## config.mk

```make
export PLATFORM = sky130hd
export DESIGN_NAME = tmr_ccu
export DESIGN_NICKNAME = d
export VERILOG_FILES = /design/src/rtl/tmr_ccu_pkg.sv /design/src/rtl/ccu_capture.sv /design/src/rtl/ccu_regs.sv /design/src/rtl/ccu_wave.sv /design/src/rtl/tmr_ccu.sv
export SDC_FILE = /design/constraint.sdc
export NUM_CORES = 1
export LEC_CHECK = 0
export BUFFER_PORTS_ARGS = -buffer_cell sky130_fd_sc_hd__buf_4
export CAP_MARGIN = 15
export CORE_UTILIZATION = 39
export CTS_BUF_LIST = sky130_fd_sc_hd__clkbuf_4
export DETAILED_ROUTE_END_ITERATION = 10
export GPL_TIMING_DRIVEN = 0
export MAX_ROUTING_LAYER = met4
export PLACE_DENSITY = 0.73
export SETUP_SLACK_MARGIN = 0.15
export SLEW_MARGIN = 40
export SYNTH_ARGS = -nofsm -noshare
export SYNTH_HDL_FRONTEND = slang
export SYNTH_SLANG_ARGS = --single-unit
```

## constraint.sdc

```tcl
create_clock -name clk -period 1.6 [get_ports clk]
set_input_delay 0.16 -clock clk [delete_from_list [all_inputs] [get_ports clk]]
set_output_delay 0.16 -clock clk [all_outputs]
set_load 0.1 [all_outputs]
```

## src/rtl/tmr_ccu_pkg.sv

```systemverilog
package tmr_ccu_pkg;

    localparam int CTRL_W = 6;
    localparam int ADDR_W = 2;

    localparam logic [ADDR_W-1:0] ADDR_CTRL = 2'd0;
    localparam logic [ADDR_W-1:0] ADDR_A    = 2'd1;
    localparam logic [ADDR_W-1:0] ADDR_B    = 2'd2;

    typedef enum logic [1:0] {
        EDGE_NONE = 2'd0,
        EDGE_RISE = 2'd1,
        EDGE_FALL = 2'd2,
        EDGE_BOTH = 2'd3
    } cap_edge_e;

    typedef enum logic [1:0] {
        WAVE_OFF    = 2'd0,
        WAVE_SETCLR = 2'd1,
        WAVE_TOGA   = 2'd2,
        WAVE_TOGB   = 2'd3
    } wave_mode_e;

    typedef struct packed {
        logic       invert;
        wave_mode_e wmode;
        cap_edge_e  cedge;
        logic       capture;
    } ccu_ctrl_t;

    function automatic logic wave_next(wave_mode_e m, logic cur, logic hit_a, logic hit_b);
        logic nxt;
        case (m)
            WAVE_SETCLR: nxt = hit_b ? 1'b0 : (hit_a ? 1'b1 : cur);
            WAVE_TOGA:   nxt = hit_a ? ~cur : cur;
            WAVE_TOGB:   nxt = hit_b ? ~cur : cur;
            default:     nxt = 1'b0;
        endcase
        return nxt;
    endfunction

    function automatic logic edge_hit(cap_edge_e e, logic rise, logic fall);
        logic hit;
        case (e)
            EDGE_RISE: hit = rise;
            EDGE_FALL: hit = fall;
            EDGE_BOTH: hit = rise | fall;
            default:   hit = 1'b0;
        endcase
        return hit;
    endfunction

endpackage

```

## src/rtl/ccu_capture.sv

```systemverilog
module ccu_capture #(
    parameter int SYNC_STAGES = 2
) (
    input  logic clk,
    input  logic rst,
    input  logic cap_in,
    output logic rise_o,
    output logic fall_o
);
    logic [SYNC_STAGES-1:0] sync_q;
    logic                   prev_q;
    logic                   level;

    generate
        if (SYNC_STAGES == 1) begin : g_one
            always_ff @(posedge clk) begin
                if (rst) sync_q <= '0;
                else     sync_q <= cap_in;
            end
        end else begin : g_chain
            always_ff @(posedge clk) begin
                if (rst) sync_q <= '0;
                else     sync_q <= {sync_q[SYNC_STAGES-2:0], cap_in};
            end
        end
    endgenerate

    assign level = sync_q[SYNC_STAGES-1];

    always_ff @(posedge clk) begin
        if (rst) prev_q <= 1'b0;
        else     prev_q <= level;
    end

    assign rise_o = level & ~prev_q;
    assign fall_o = ~level & prev_q;

    AST_RISE_SINGLE: assert property (@(posedge clk) disable iff (rst)
        rise_o |=> !rise_o);
    AST_FALL_SINGLE: assert property (@(posedge clk) disable iff (rst)
        fall_o |=> !fall_o);
endmodule

```

## src/rtl/ccu_regs.sv

```systemverilog
module ccu_regs
    import tmr_ccu_pkg::*;
#(
    parameter int W = 16
) (
    input  logic              clk,
    input  logic              rst,
    input  logic              wr_en,
    input  logic [ADDR_W-1:0] wr_addr,
    input  logic [W-1:0]      wr_data,
    input  logic [ADDR_W-1:0] rd_addr,
    input  logic [W-1:0]      cnt_val,
    input  logic              rise,
    input  logic              fall,
    output ccu_ctrl_t         ctrl_q,
    output logic [W-1:0]      reg_a,
    output logic [W-1:0]      reg_b,
    output logic [W-1:0]      rd_data
);
    logic cap_fire;
    logic wr_ctrl, wr_a, wr_b;

    assign wr_ctrl  = wr_en && (wr_addr == ADDR_CTRL);
    assign wr_a     = wr_en && (wr_addr == ADDR_A);
    assign wr_b     = wr_en && (wr_addr == ADDR_B);
    assign cap_fire = ctrl_q.capture && edge_hit(ctrl_q.cedge, rise, fall);

    always_ff @(posedge clk) begin
        if (rst) begin
            ctrl_q <= '0;
            reg_a  <= '0;
            reg_b  <= '0;
        end else begin
            if (wr_ctrl) ctrl_q <= ccu_ctrl_t'(wr_data[CTRL_W-1:0]);
            if (cap_fire)  reg_a <= cnt_val;
            else if (wr_a) reg_a <= wr_data;
            if (wr_b) reg_b <= wr_data;
        end
    end

    always_comb begin
        case (rd_addr)
            ADDR_CTRL: rd_data = {{(W-CTRL_W){1'b0}}, ctrl_q};
            ADDR_A:    rd_data = reg_a;
            ADDR_B:    rd_data = reg_b;
            default:   rd_data = '0;
        endcase
    end

    AST_A_QUIET: assert property (@(posedge clk) disable iff (rst)
        (!cap_fire && !wr_a) |=> $stable(reg_a));
    AST_CAP_WINS: assert property (@(posedge clk) disable iff (rst)
        cap_fire |=> (reg_a == $past(cnt_val)));
endmodule

```

## src/rtl/ccu_wave.sv

```systemverilog
module ccu_wave
    import tmr_ccu_pkg::*;
#(
    parameter int W = 16
) (
    input  logic         clk,
    input  logic         rst,
    input  ccu_ctrl_t    ctrl,
    input  logic         cnt_en,
    input  logic [W-1:0] cnt_val,
    input  logic [W-1:0] reg_a,
    input  logic [W-1:0] reg_b,
    output logic         wave_out
);
    logic hit_a, hit_b;
    logic state_q, state_d;

    assign hit_a = cnt_en && (cnt_val == reg_a);
    assign hit_b = cnt_en && (cnt_val == reg_b);

    always_comb begin
        if (ctrl.capture) state_d = 1'b0;
        else              state_d = wave_next(ctrl.wmode, state_q, hit_a, hit_b);
    end

    always_ff @(posedge clk) begin
        if (rst) state_q <= 1'b0;
        else     state_q <= state_d;
    end

    assign wave_out = ctrl.capture ? 1'b0 : (state_q ^ ctrl.invert);

    AST_OFF_HOLDS_LOW: assert property (@(posedge clk) disable iff (rst)
        (ctrl.capture || ctrl.wmode == WAVE_OFF) |=> !state_q);
    AST_SETCLR_B_WINS: assert property (@(posedge clk) disable iff (rst)
        (!ctrl.capture && ctrl.wmode == WAVE_SETCLR && hit_b) |=> !state_q);
    AST_TOGA_FLIPS: assert property (@(posedge clk) disable iff (rst)
        (!ctrl.capture && ctrl.wmode == WAVE_TOGA && hit_a) |=> (state_q != $past(state_q)));
    AST_TOGB_FLIPS: assert property (@(posedge clk) disable iff (rst)
        (!ctrl.capture && ctrl.wmode == WAVE_TOGB && hit_b) |=> (state_q != $past(state_q)));
    AST_NO_EVENT_HOLD: assert property (@(posedge clk) disable iff (rst)
        (!ctrl.capture && ctrl.wmode != WAVE_OFF && !hit_a && !hit_b) |=> $stable(state_q));
endmodule

```

## src/rtl/tmr_ccu.sv

```systemverilog
module tmr_ccu
    import tmr_ccu_pkg::*;
#(
    parameter int W           = 16,
    parameter int SYNC_STAGES = 2
) (
    input  logic              clk,
    input  logic              rst,
    input  logic              cnt_en,
    input  logic [W-1:0]      cnt_val,
    input  logic              cap_in,
    input  logic              wr_en,
    input  logic [ADDR_W-1:0] wr_addr,
    input  logic [W-1:0]      wr_data,
    input  logic [ADDR_W-1:0] rd_addr,
    output logic [W-1:0]      rd_data,
    output logic              wave_out
);
    ccu_ctrl_t    ctrl;
    logic [W-1:0] reg_a, reg_b;
    logic         rise, fall;

    ccu_capture #(.SYNC_STAGES(SYNC_STAGES)) u_capture (
        .clk    (clk),
        .rst    (rst),
        .cap_in (cap_in),
        .rise_o (rise),
        .fall_o (fall)
    );

    ccu_regs #(.W(W)) u_regs (
        .clk     (clk),
        .rst     (rst),
        .wr_en   (wr_en),
        .wr_addr (wr_addr),
        .wr_data (wr_data),
        .rd_addr (rd_addr),
        .cnt_val (cnt_val),
        .rise    (rise),
        .fall    (fall),
        .ctrl_q  (ctrl),
        .reg_a   (reg_a),
        .reg_b   (reg_b),
        .rd_data (rd_data)
    );

    ccu_wave #(.W(W)) u_wave (
        .clk      (clk),
        .rst      (rst),
        .ctrl     (ctrl),
        .cnt_en   (cnt_en),
        .cnt_val  (cnt_val),
        .reg_a    (reg_a),
        .reg_b    (reg_b),
        .wave_out (wave_out)
    );

    AST_CAPMODE_PIN_LOW: assert property (@(posedge clk) disable iff (rst)
        (wr_en && wr_addr == ADDR_CTRL && wr_data[0]) |=> !wave_out);
endmodule

```

# After elaboration in Yosys (flattened, before gate mapping)
# Index checks and enable logic that the tools add are counted.
[word_totals]
register_bits = 42
input_bits = 41
output_inout_bits = 17
wordCells = 52
[classes]
eq_ne = 15
n_mux = 10
bitwise = 7
n_reduce_logical = 11
[ops]
columns = ["op", "count"]
rows = [
  ["$pmux W16 S3", 1],
  ["$eq A16 B16 Y1", 2],
  ["$mux W16", 2],
  ["$eq A2 B2 Y1 const B", 6],
  ["$eq A2 B1 Y1 const B", 4],
  ["$logic_and A1 B1 Y1", 6],
  ["$pmux W1 S3", 2],
  ["$mux W1", 5],
  ["$logic_not A2 Y1", 2],
  ["$ne A2 B1 Y1 const B", 2],
  ["$ne A3 B1 Y1 const B", 1],
  ["$not A1 Y1", 3],
  ["$reduce_and A3 Y1", 1],
  ["$and A1 B1 Y1", 2],
  ["$reduce_bool A2 Y1", 1],
  ["$reduce_or A2 Y1", 1],
  ["$or A1 B1 Y1", 1],
  ["$xor A1 B1 Y1", 1],
]

# Depth between registers and ports, before layout
[depth]
depth_word = 6
depth_mapped = 9
mapped_depth_nobuf = 8

# Hierarchy
# From an unflattened synthesis, not the netlist that was laid out.
[hier_totals]
hier_cells = 270
area_unflattened_um2 = 2368.5
[by_module_without_submodules]
columns = ["module", "n_inst", "cells_per_inst", "area_per_inst_um2", "seq_area_each_um2"]
rows = [
  ["ccu_regs", 1, 200, 1795.5, 760.7],
  ["ccu_wave", 1, 62, 481.7, 20.0],
  ["ccu_capture", 1, 8, 91.3, 60.1],
]

# Least setup slack after synthesis
# Ideal clock, no wire load.
[synth_path]
path_type = "input -> output"
startpoint = "input port rd_addr[0]"
endpoint = "output port rd_data[0]"
arrival_time_ns = 2.557
t_required_ns = 1.440
setup_slack_ns = -1.117
cell_stages = 3
path_cell_list = "buf_2 mux2i_1 o21ai_0"
[synth_via]
elab_chain_len = 2
[synth_lines]
columns = ["element", "line", "source"]
rows = [
  ["start, declared", "tmr_ccu.sv:15", "input logic [ADDR_W-1:0] rd_addr,"],
  ["$eq A2 B2 Y1 (tied with other cells)", "ccu_regs.sv:42", "case (rd_addr)"],
  ["$pmux W16 S3 *", "ccu_regs.sv:42", ""],
  ["end, declared", "tmr_ccu.sv:16", "output logic [W-1:0] rd_data,"],
]
# Every way passes the cells marked *; elsewhere a longest branch is shown, timed or not.

# Worst setup path after layout
[layout_path]
startpoint = "register u_capture.prev_q"
endpoint = "register u_regs.reg_a[9]"
[layout_via]
elab_chain_len = 6
[layout_lines]
columns = ["element", "line", "source"]
rows = [
  ["start, declared", "ccu_capture.sv:11", "logic prev_q;"],
  ["start signal, assigned", "ccu_capture.sv:32", "else prev_q <= level;"],
  ["$not A1 Y1", "ccu_capture.sv:35", "assign rise_o = level & ~prev_q;"],
  ["$and A1 B1 Y1", "ccu_capture.sv:35", ""],
  ["$or A1 B1 Y1", "tmr_ccu_pkg.sv:47", "EDGE_BOTH: hit = rise | fall;"],
  ["$pmux W1 S3 *", "tmr_ccu_pkg.sv:44", "case (e)"],
  ["$logic_and A1 B1 Y1 *", "ccu_regs.sv:26", "assign cap_fire = ctrl_q.capture && edge_hit(ctrl_q.cedge, rise, fall);"],
  ["$mux W16 / $reduce_bool A2 Y1 (equally long branches)", "--", ""],
  ["end signal, assigned", "ccu_regs.sv:35", "if (cap_fire) reg_a <= cnt_val;"],
  ["end signal, assigned", "ccu_regs.sv:36", "else if (wr_a) reg_a <= wr_data;"],
  ["end, declared", "ccu_regs.sv:16", "output logic [W-1:0] reg_a,"],
]
# Marked as above.
# A chain may end at the register's enable or synchronous reset.

==> results.yml <==
cells_and_area:
  fraction_of_layout_instances_using_a_drive_strength_above_1_pct: 42.9
  fill_count: 520
  seqCellArea_um2: 871
  synthToLayoutAreaGrowth_pct: 46.5
  multi_input_gate_area_mm2: 0.00165
  diodes: 0
  final_cell_count_no_fill: 439
  nNetsFinal: 406
cts:
  htree_num_levels: 2
  cts-root-to-sink-buffers: 2
  clock_latency_ps: 380
  cts_root_buf: "sky130_fd_sc_hd__clkbuf_4"
  numCtsBuffers: 5
  cts_tree: "yes"
  cts.clk_slew.worst_paths_ps: 150
  cts_sinks: 42
sta:
  postLayoutSetupSlackWorst_ps: -20.1
  slew_at_the_pin_with_the_worst_max_slew_slack_ps: 604
  grt_setup_unrepaired: "yes"
  min_period_ps: 1620
  finalCritPeriodShare_pct: 101
  worst_slew_margin_rel_pct: 59.7
  number_of_hold_violations_in_the_final_report: 0
  final_setup_skew_ps: 21.8
  final_slew_viol_count: 0
  setup_tns_ps: -67.4
  setup_viol: 7
  achievable-frequency_mhz: 617
logic_synthesis:
  ys_top_cells_by_area: "sky130_fd_sc_hd__dfxtp_1 35%, sky130_fd_sc_hd__mux2i_1 11%, sky130_fd_sc_hd__xnor2_1 9.2%"
  post-synth-top-count-cell: "sky130_fd_sc_hd__nor2_1"
  synthMuxAreaShare_pct: 11.4
  compound_gate_fraction_of_synth_area_pct: 13.7
  synthesis.instances: 291
  ys_seq_area_share_pct: 35.5
  netlist-cell-type-count: 30
  synth_top_cell_area_share_pct: 35.5
  synth_enable_flop_cells: 0
  synth.cells.most_frequent: "45 x sky130_fd_sc_hd__nor2_1, 42 x sky130_fd_sc_hd__dfxtp_1, 39 x sky130_fd_sc_hd__nand2_1, 35 x sky130_fd_sc_hd__a21oi_1, 27 x sky130_fd_sc_hd__mux2i_1"
  synth.net_count: 334
  synth_top_family_by_area: "simple AND/OR/NAND/NOR gates"
  ys_dominant_reg_cell: "sky130_fd_sc_hd__dfxtp_1"
  async_flop_share_pct: 0
  synthDominantAreaCellType: "sky130_fd_sc_hd__dfxtp_1"
  ys.warnings.count: 0
  synth.cell_area_mm2: 0.00237
  syn-mean-instance-area_um2: 8.15
  ff_latch_count_synth: 42
  synth_xor_xnor_area_share_pct: 12.2
  synth_simple_gate_area_share_pct: 22.1
  synthAdderAreaFrac_pct: 1.06
detailed_routing:
  detailedRoute.firstPassIterationCount: 5
  antenna_violating_nets_remaining: 0
  wl_per_cell_um: 17.0
  vias_after_detailed_routing: 2348
  detail_route.iter0.violations: 188
  drt_drc_violations_left: 0
  drt-vias-per-instance: 5.35
  drt_wl_total_um: 7470
global_route:
  via_count_of_the_first_global_routing_pass: 2331
  globalRoute.totalOverflow: 0
  grt_max_degree: 14
  grtUsageTotal_pct: 24.7
  antenna_found_initial: 0
  grt_pass1_wl_um: 11400
pwr:
  switching_power_mw: 0.735
  share_comb_of_total_power_pct: 23.1
  clock_power_share_pct: 30.0
  power.switching_fraction_pct: 30.9
  static-leakage-power_nw: 1.44
  internal_power_mw: 1.64
  share_seq_of_total_power_pct: 46.9
  vdd.ir_drop.worst_uv: 436
  pwr_density_cell_mw_per_mm2: 684
worst_setup_path:
  critPathRequiredTime_ps: 1860
  timing.critical_path.arrival_ps: 1880
  crit_path_end_kind: "flop"
  start_kind: "flop"
  critical_path_class: "reg -> reg"
  crit_fanout: 7
die:
  coreArea_mm2: 0.00589
  number_of_placement_rows: 28
  io_pins: 58
  die_y_um: 80.0
  die_width_um: 80.0
  floorplan.initialDensity_pct: 40.3
  area_of_the_die_mm2: 0.00640
placement:
  routability_cong: 0.937
  io_buffers: 55
  place.detailed.instances: 421
  place_hpwl_um: 5010
  dpl_worst_slack_ps: -320
outcome:
  failed_checks: "negative setup slack"
  status: "complete, but fails checks"
job:
  maxCapViolCount: 0
min_path:
  worst_hold_check_path_type: "in -> reg"
## worst max-delay path, cell delays in order (launching register included)
cell and delay [ps]:
sky130_fd_sc_hd__dfxtp_2 350, sky130_fd_sc_hd__inv_2 40, sky130_fd_sc_hd__ha_4 200, sky130_fd_sc_hd__nor2b_1 120
sky130_fd_sc_hd__o21ai_1 90, sky130_fd_sc_hd__a21boi_2 160, sky130_fd_sc_hd__buf_6 180, sky130_fd_sc_hd__buf_12 150
sky130_fd_sc_hd__nor2_4 40, sky130_fd_sc_hd__a21oi_2 110, sky130_fd_sc_hd__nor2_1 50
## final timing paths
kind / start / end / slack (ps) / cells past startpoint
worst max-delay path: u_capture.prev_q / u_regs.reg_a[9] / -20 / 10
worst max register to register: u_capture.prev_q / u_regs.reg_a[9] / -20 / 10
worst min register to register: u_capture.sync_q[0] / u_capture.sync_q[1] / 450 / 1
worst min-delay path: wr_data[4] / u_regs.reg_b[4] / 10 / 3
## cells by family (layout without fill, tap and decap cells)
group                      after synthesis  after routing
AOI/OAI and AO/OA                       54             54
muxes                                   27             27
DFF                                     42             42
adders and majority gates                2              2
and+or+nand+nor                        113            113
buffers and inverters                   20             93
xor gates and xnor gates                33             33
## per-layer routing
layer  track usage, %  part of all wire [%]
met1             30.4                    43
met2             40.6                    50
met3             5.94                   5.5
met4             6.25                   1.4
met5                -                     0
## layout by cell type, fill, tap and decap left out, types with 4 or more instances in the layout
cell type                  instances
sky130_fd_sc_hd__buf_4            45
sky130_fd_sc_hd__mux2i_1          24
sky130_fd_sc_hd__clkbuf_4          6
sky130_fd_sc_hd__xnor2_1          23
sky130_fd_sc_hd__nor2b_1           6
sky130_fd_sc_hd__a22o_2           10
sky130_fd_sc_hd__clkbuf_1          6
sky130_fd_sc_hd__o21ai_4           5
sky130_fd_sc_hd__xor2_1            8
sky130_fd_sc_hd__a21oi_1          24
sky130_fd_sc_hd__nor2_1           31
sky130_fd_sc_hd__nand3b_1          4
sky130_fd_sc_hd__nor2_2            9
sky130_fd_sc_hd__buf_12            7
sky130_fd_sc_hd__dfxtp_1          24
sky130_fd_sc_hd__buf_6            16
sky130_fd_sc_hd__dfxtp_2          15
sky130_fd_sc_hd__nand4_1           6
sky130_fd_sc_hd__nand2_1          39
sky130_fd_sc_hd__a21oi_2          11
sky130_fd_sc_hd__nor2_4            5
## stage by stage
| step | utilization, % | area, um2 | hold slack (ps) | total power, mW |
|---|---|---|---|---|
| 4_1_cts | 56.4 | 3320 | 13.5 | 2.33 |
| 3_5_place_dp | 50.4 | 2960 | 379 | 1.61 |
| 5_1_grt | 59.0 | 3470 | 1.80 | 2.47 |
| 3_3_place_gp | 50.4 | 2960 | 370 | 1.60 |
| 2_1_floorplan | - | 2460 | 288 | 1.42 |
| 6_report | 59.0 | 3470 | 11.6 | 2.38 |
## what timing repair did
item                                    CTS  global route
setup buffers                             4             3
endpoints found under the setup margin   34            34
pin swaps                                 8            12
hold buffers                              1             0
hold endpoints to repair                  1             0
resized for setup                        62            44
cloned                                    2             0
## final cells by class
class	count	share of cell area [%]
Multi-Input combinational cell	229	47.5
Clock buffer	5	1.08
Tap cell	75	2.70
Buffer	17	3.82
Clock inverter	3	1.15
Sequential cell	42	25.1
Timing Repair Buffer	65	18.4
Inverter	3	0.324
## sequential cells by signal, summed over array words and instances (netlist names)
signal and count:
u_regs.reg_a 16, u_regs.ctrl_q 6, u_regs.reg_b 16, u_capture.prev_q 1
u_wave.state_q 1, u_capture.sync_q 2
## power by group through the flow
stage	Combinational, mW	Sequential [mW]	Clock [mW]
CTS	0.515	1.11	0.703
global route	0.584	1.12	0.763
floorplan	0.292	1.13	0
finish	0.549	1.12	0.712
detailed placement	0.476	1.14	0
global placement	0.471	1.13	0
Power figures use the tool's default switching activity.
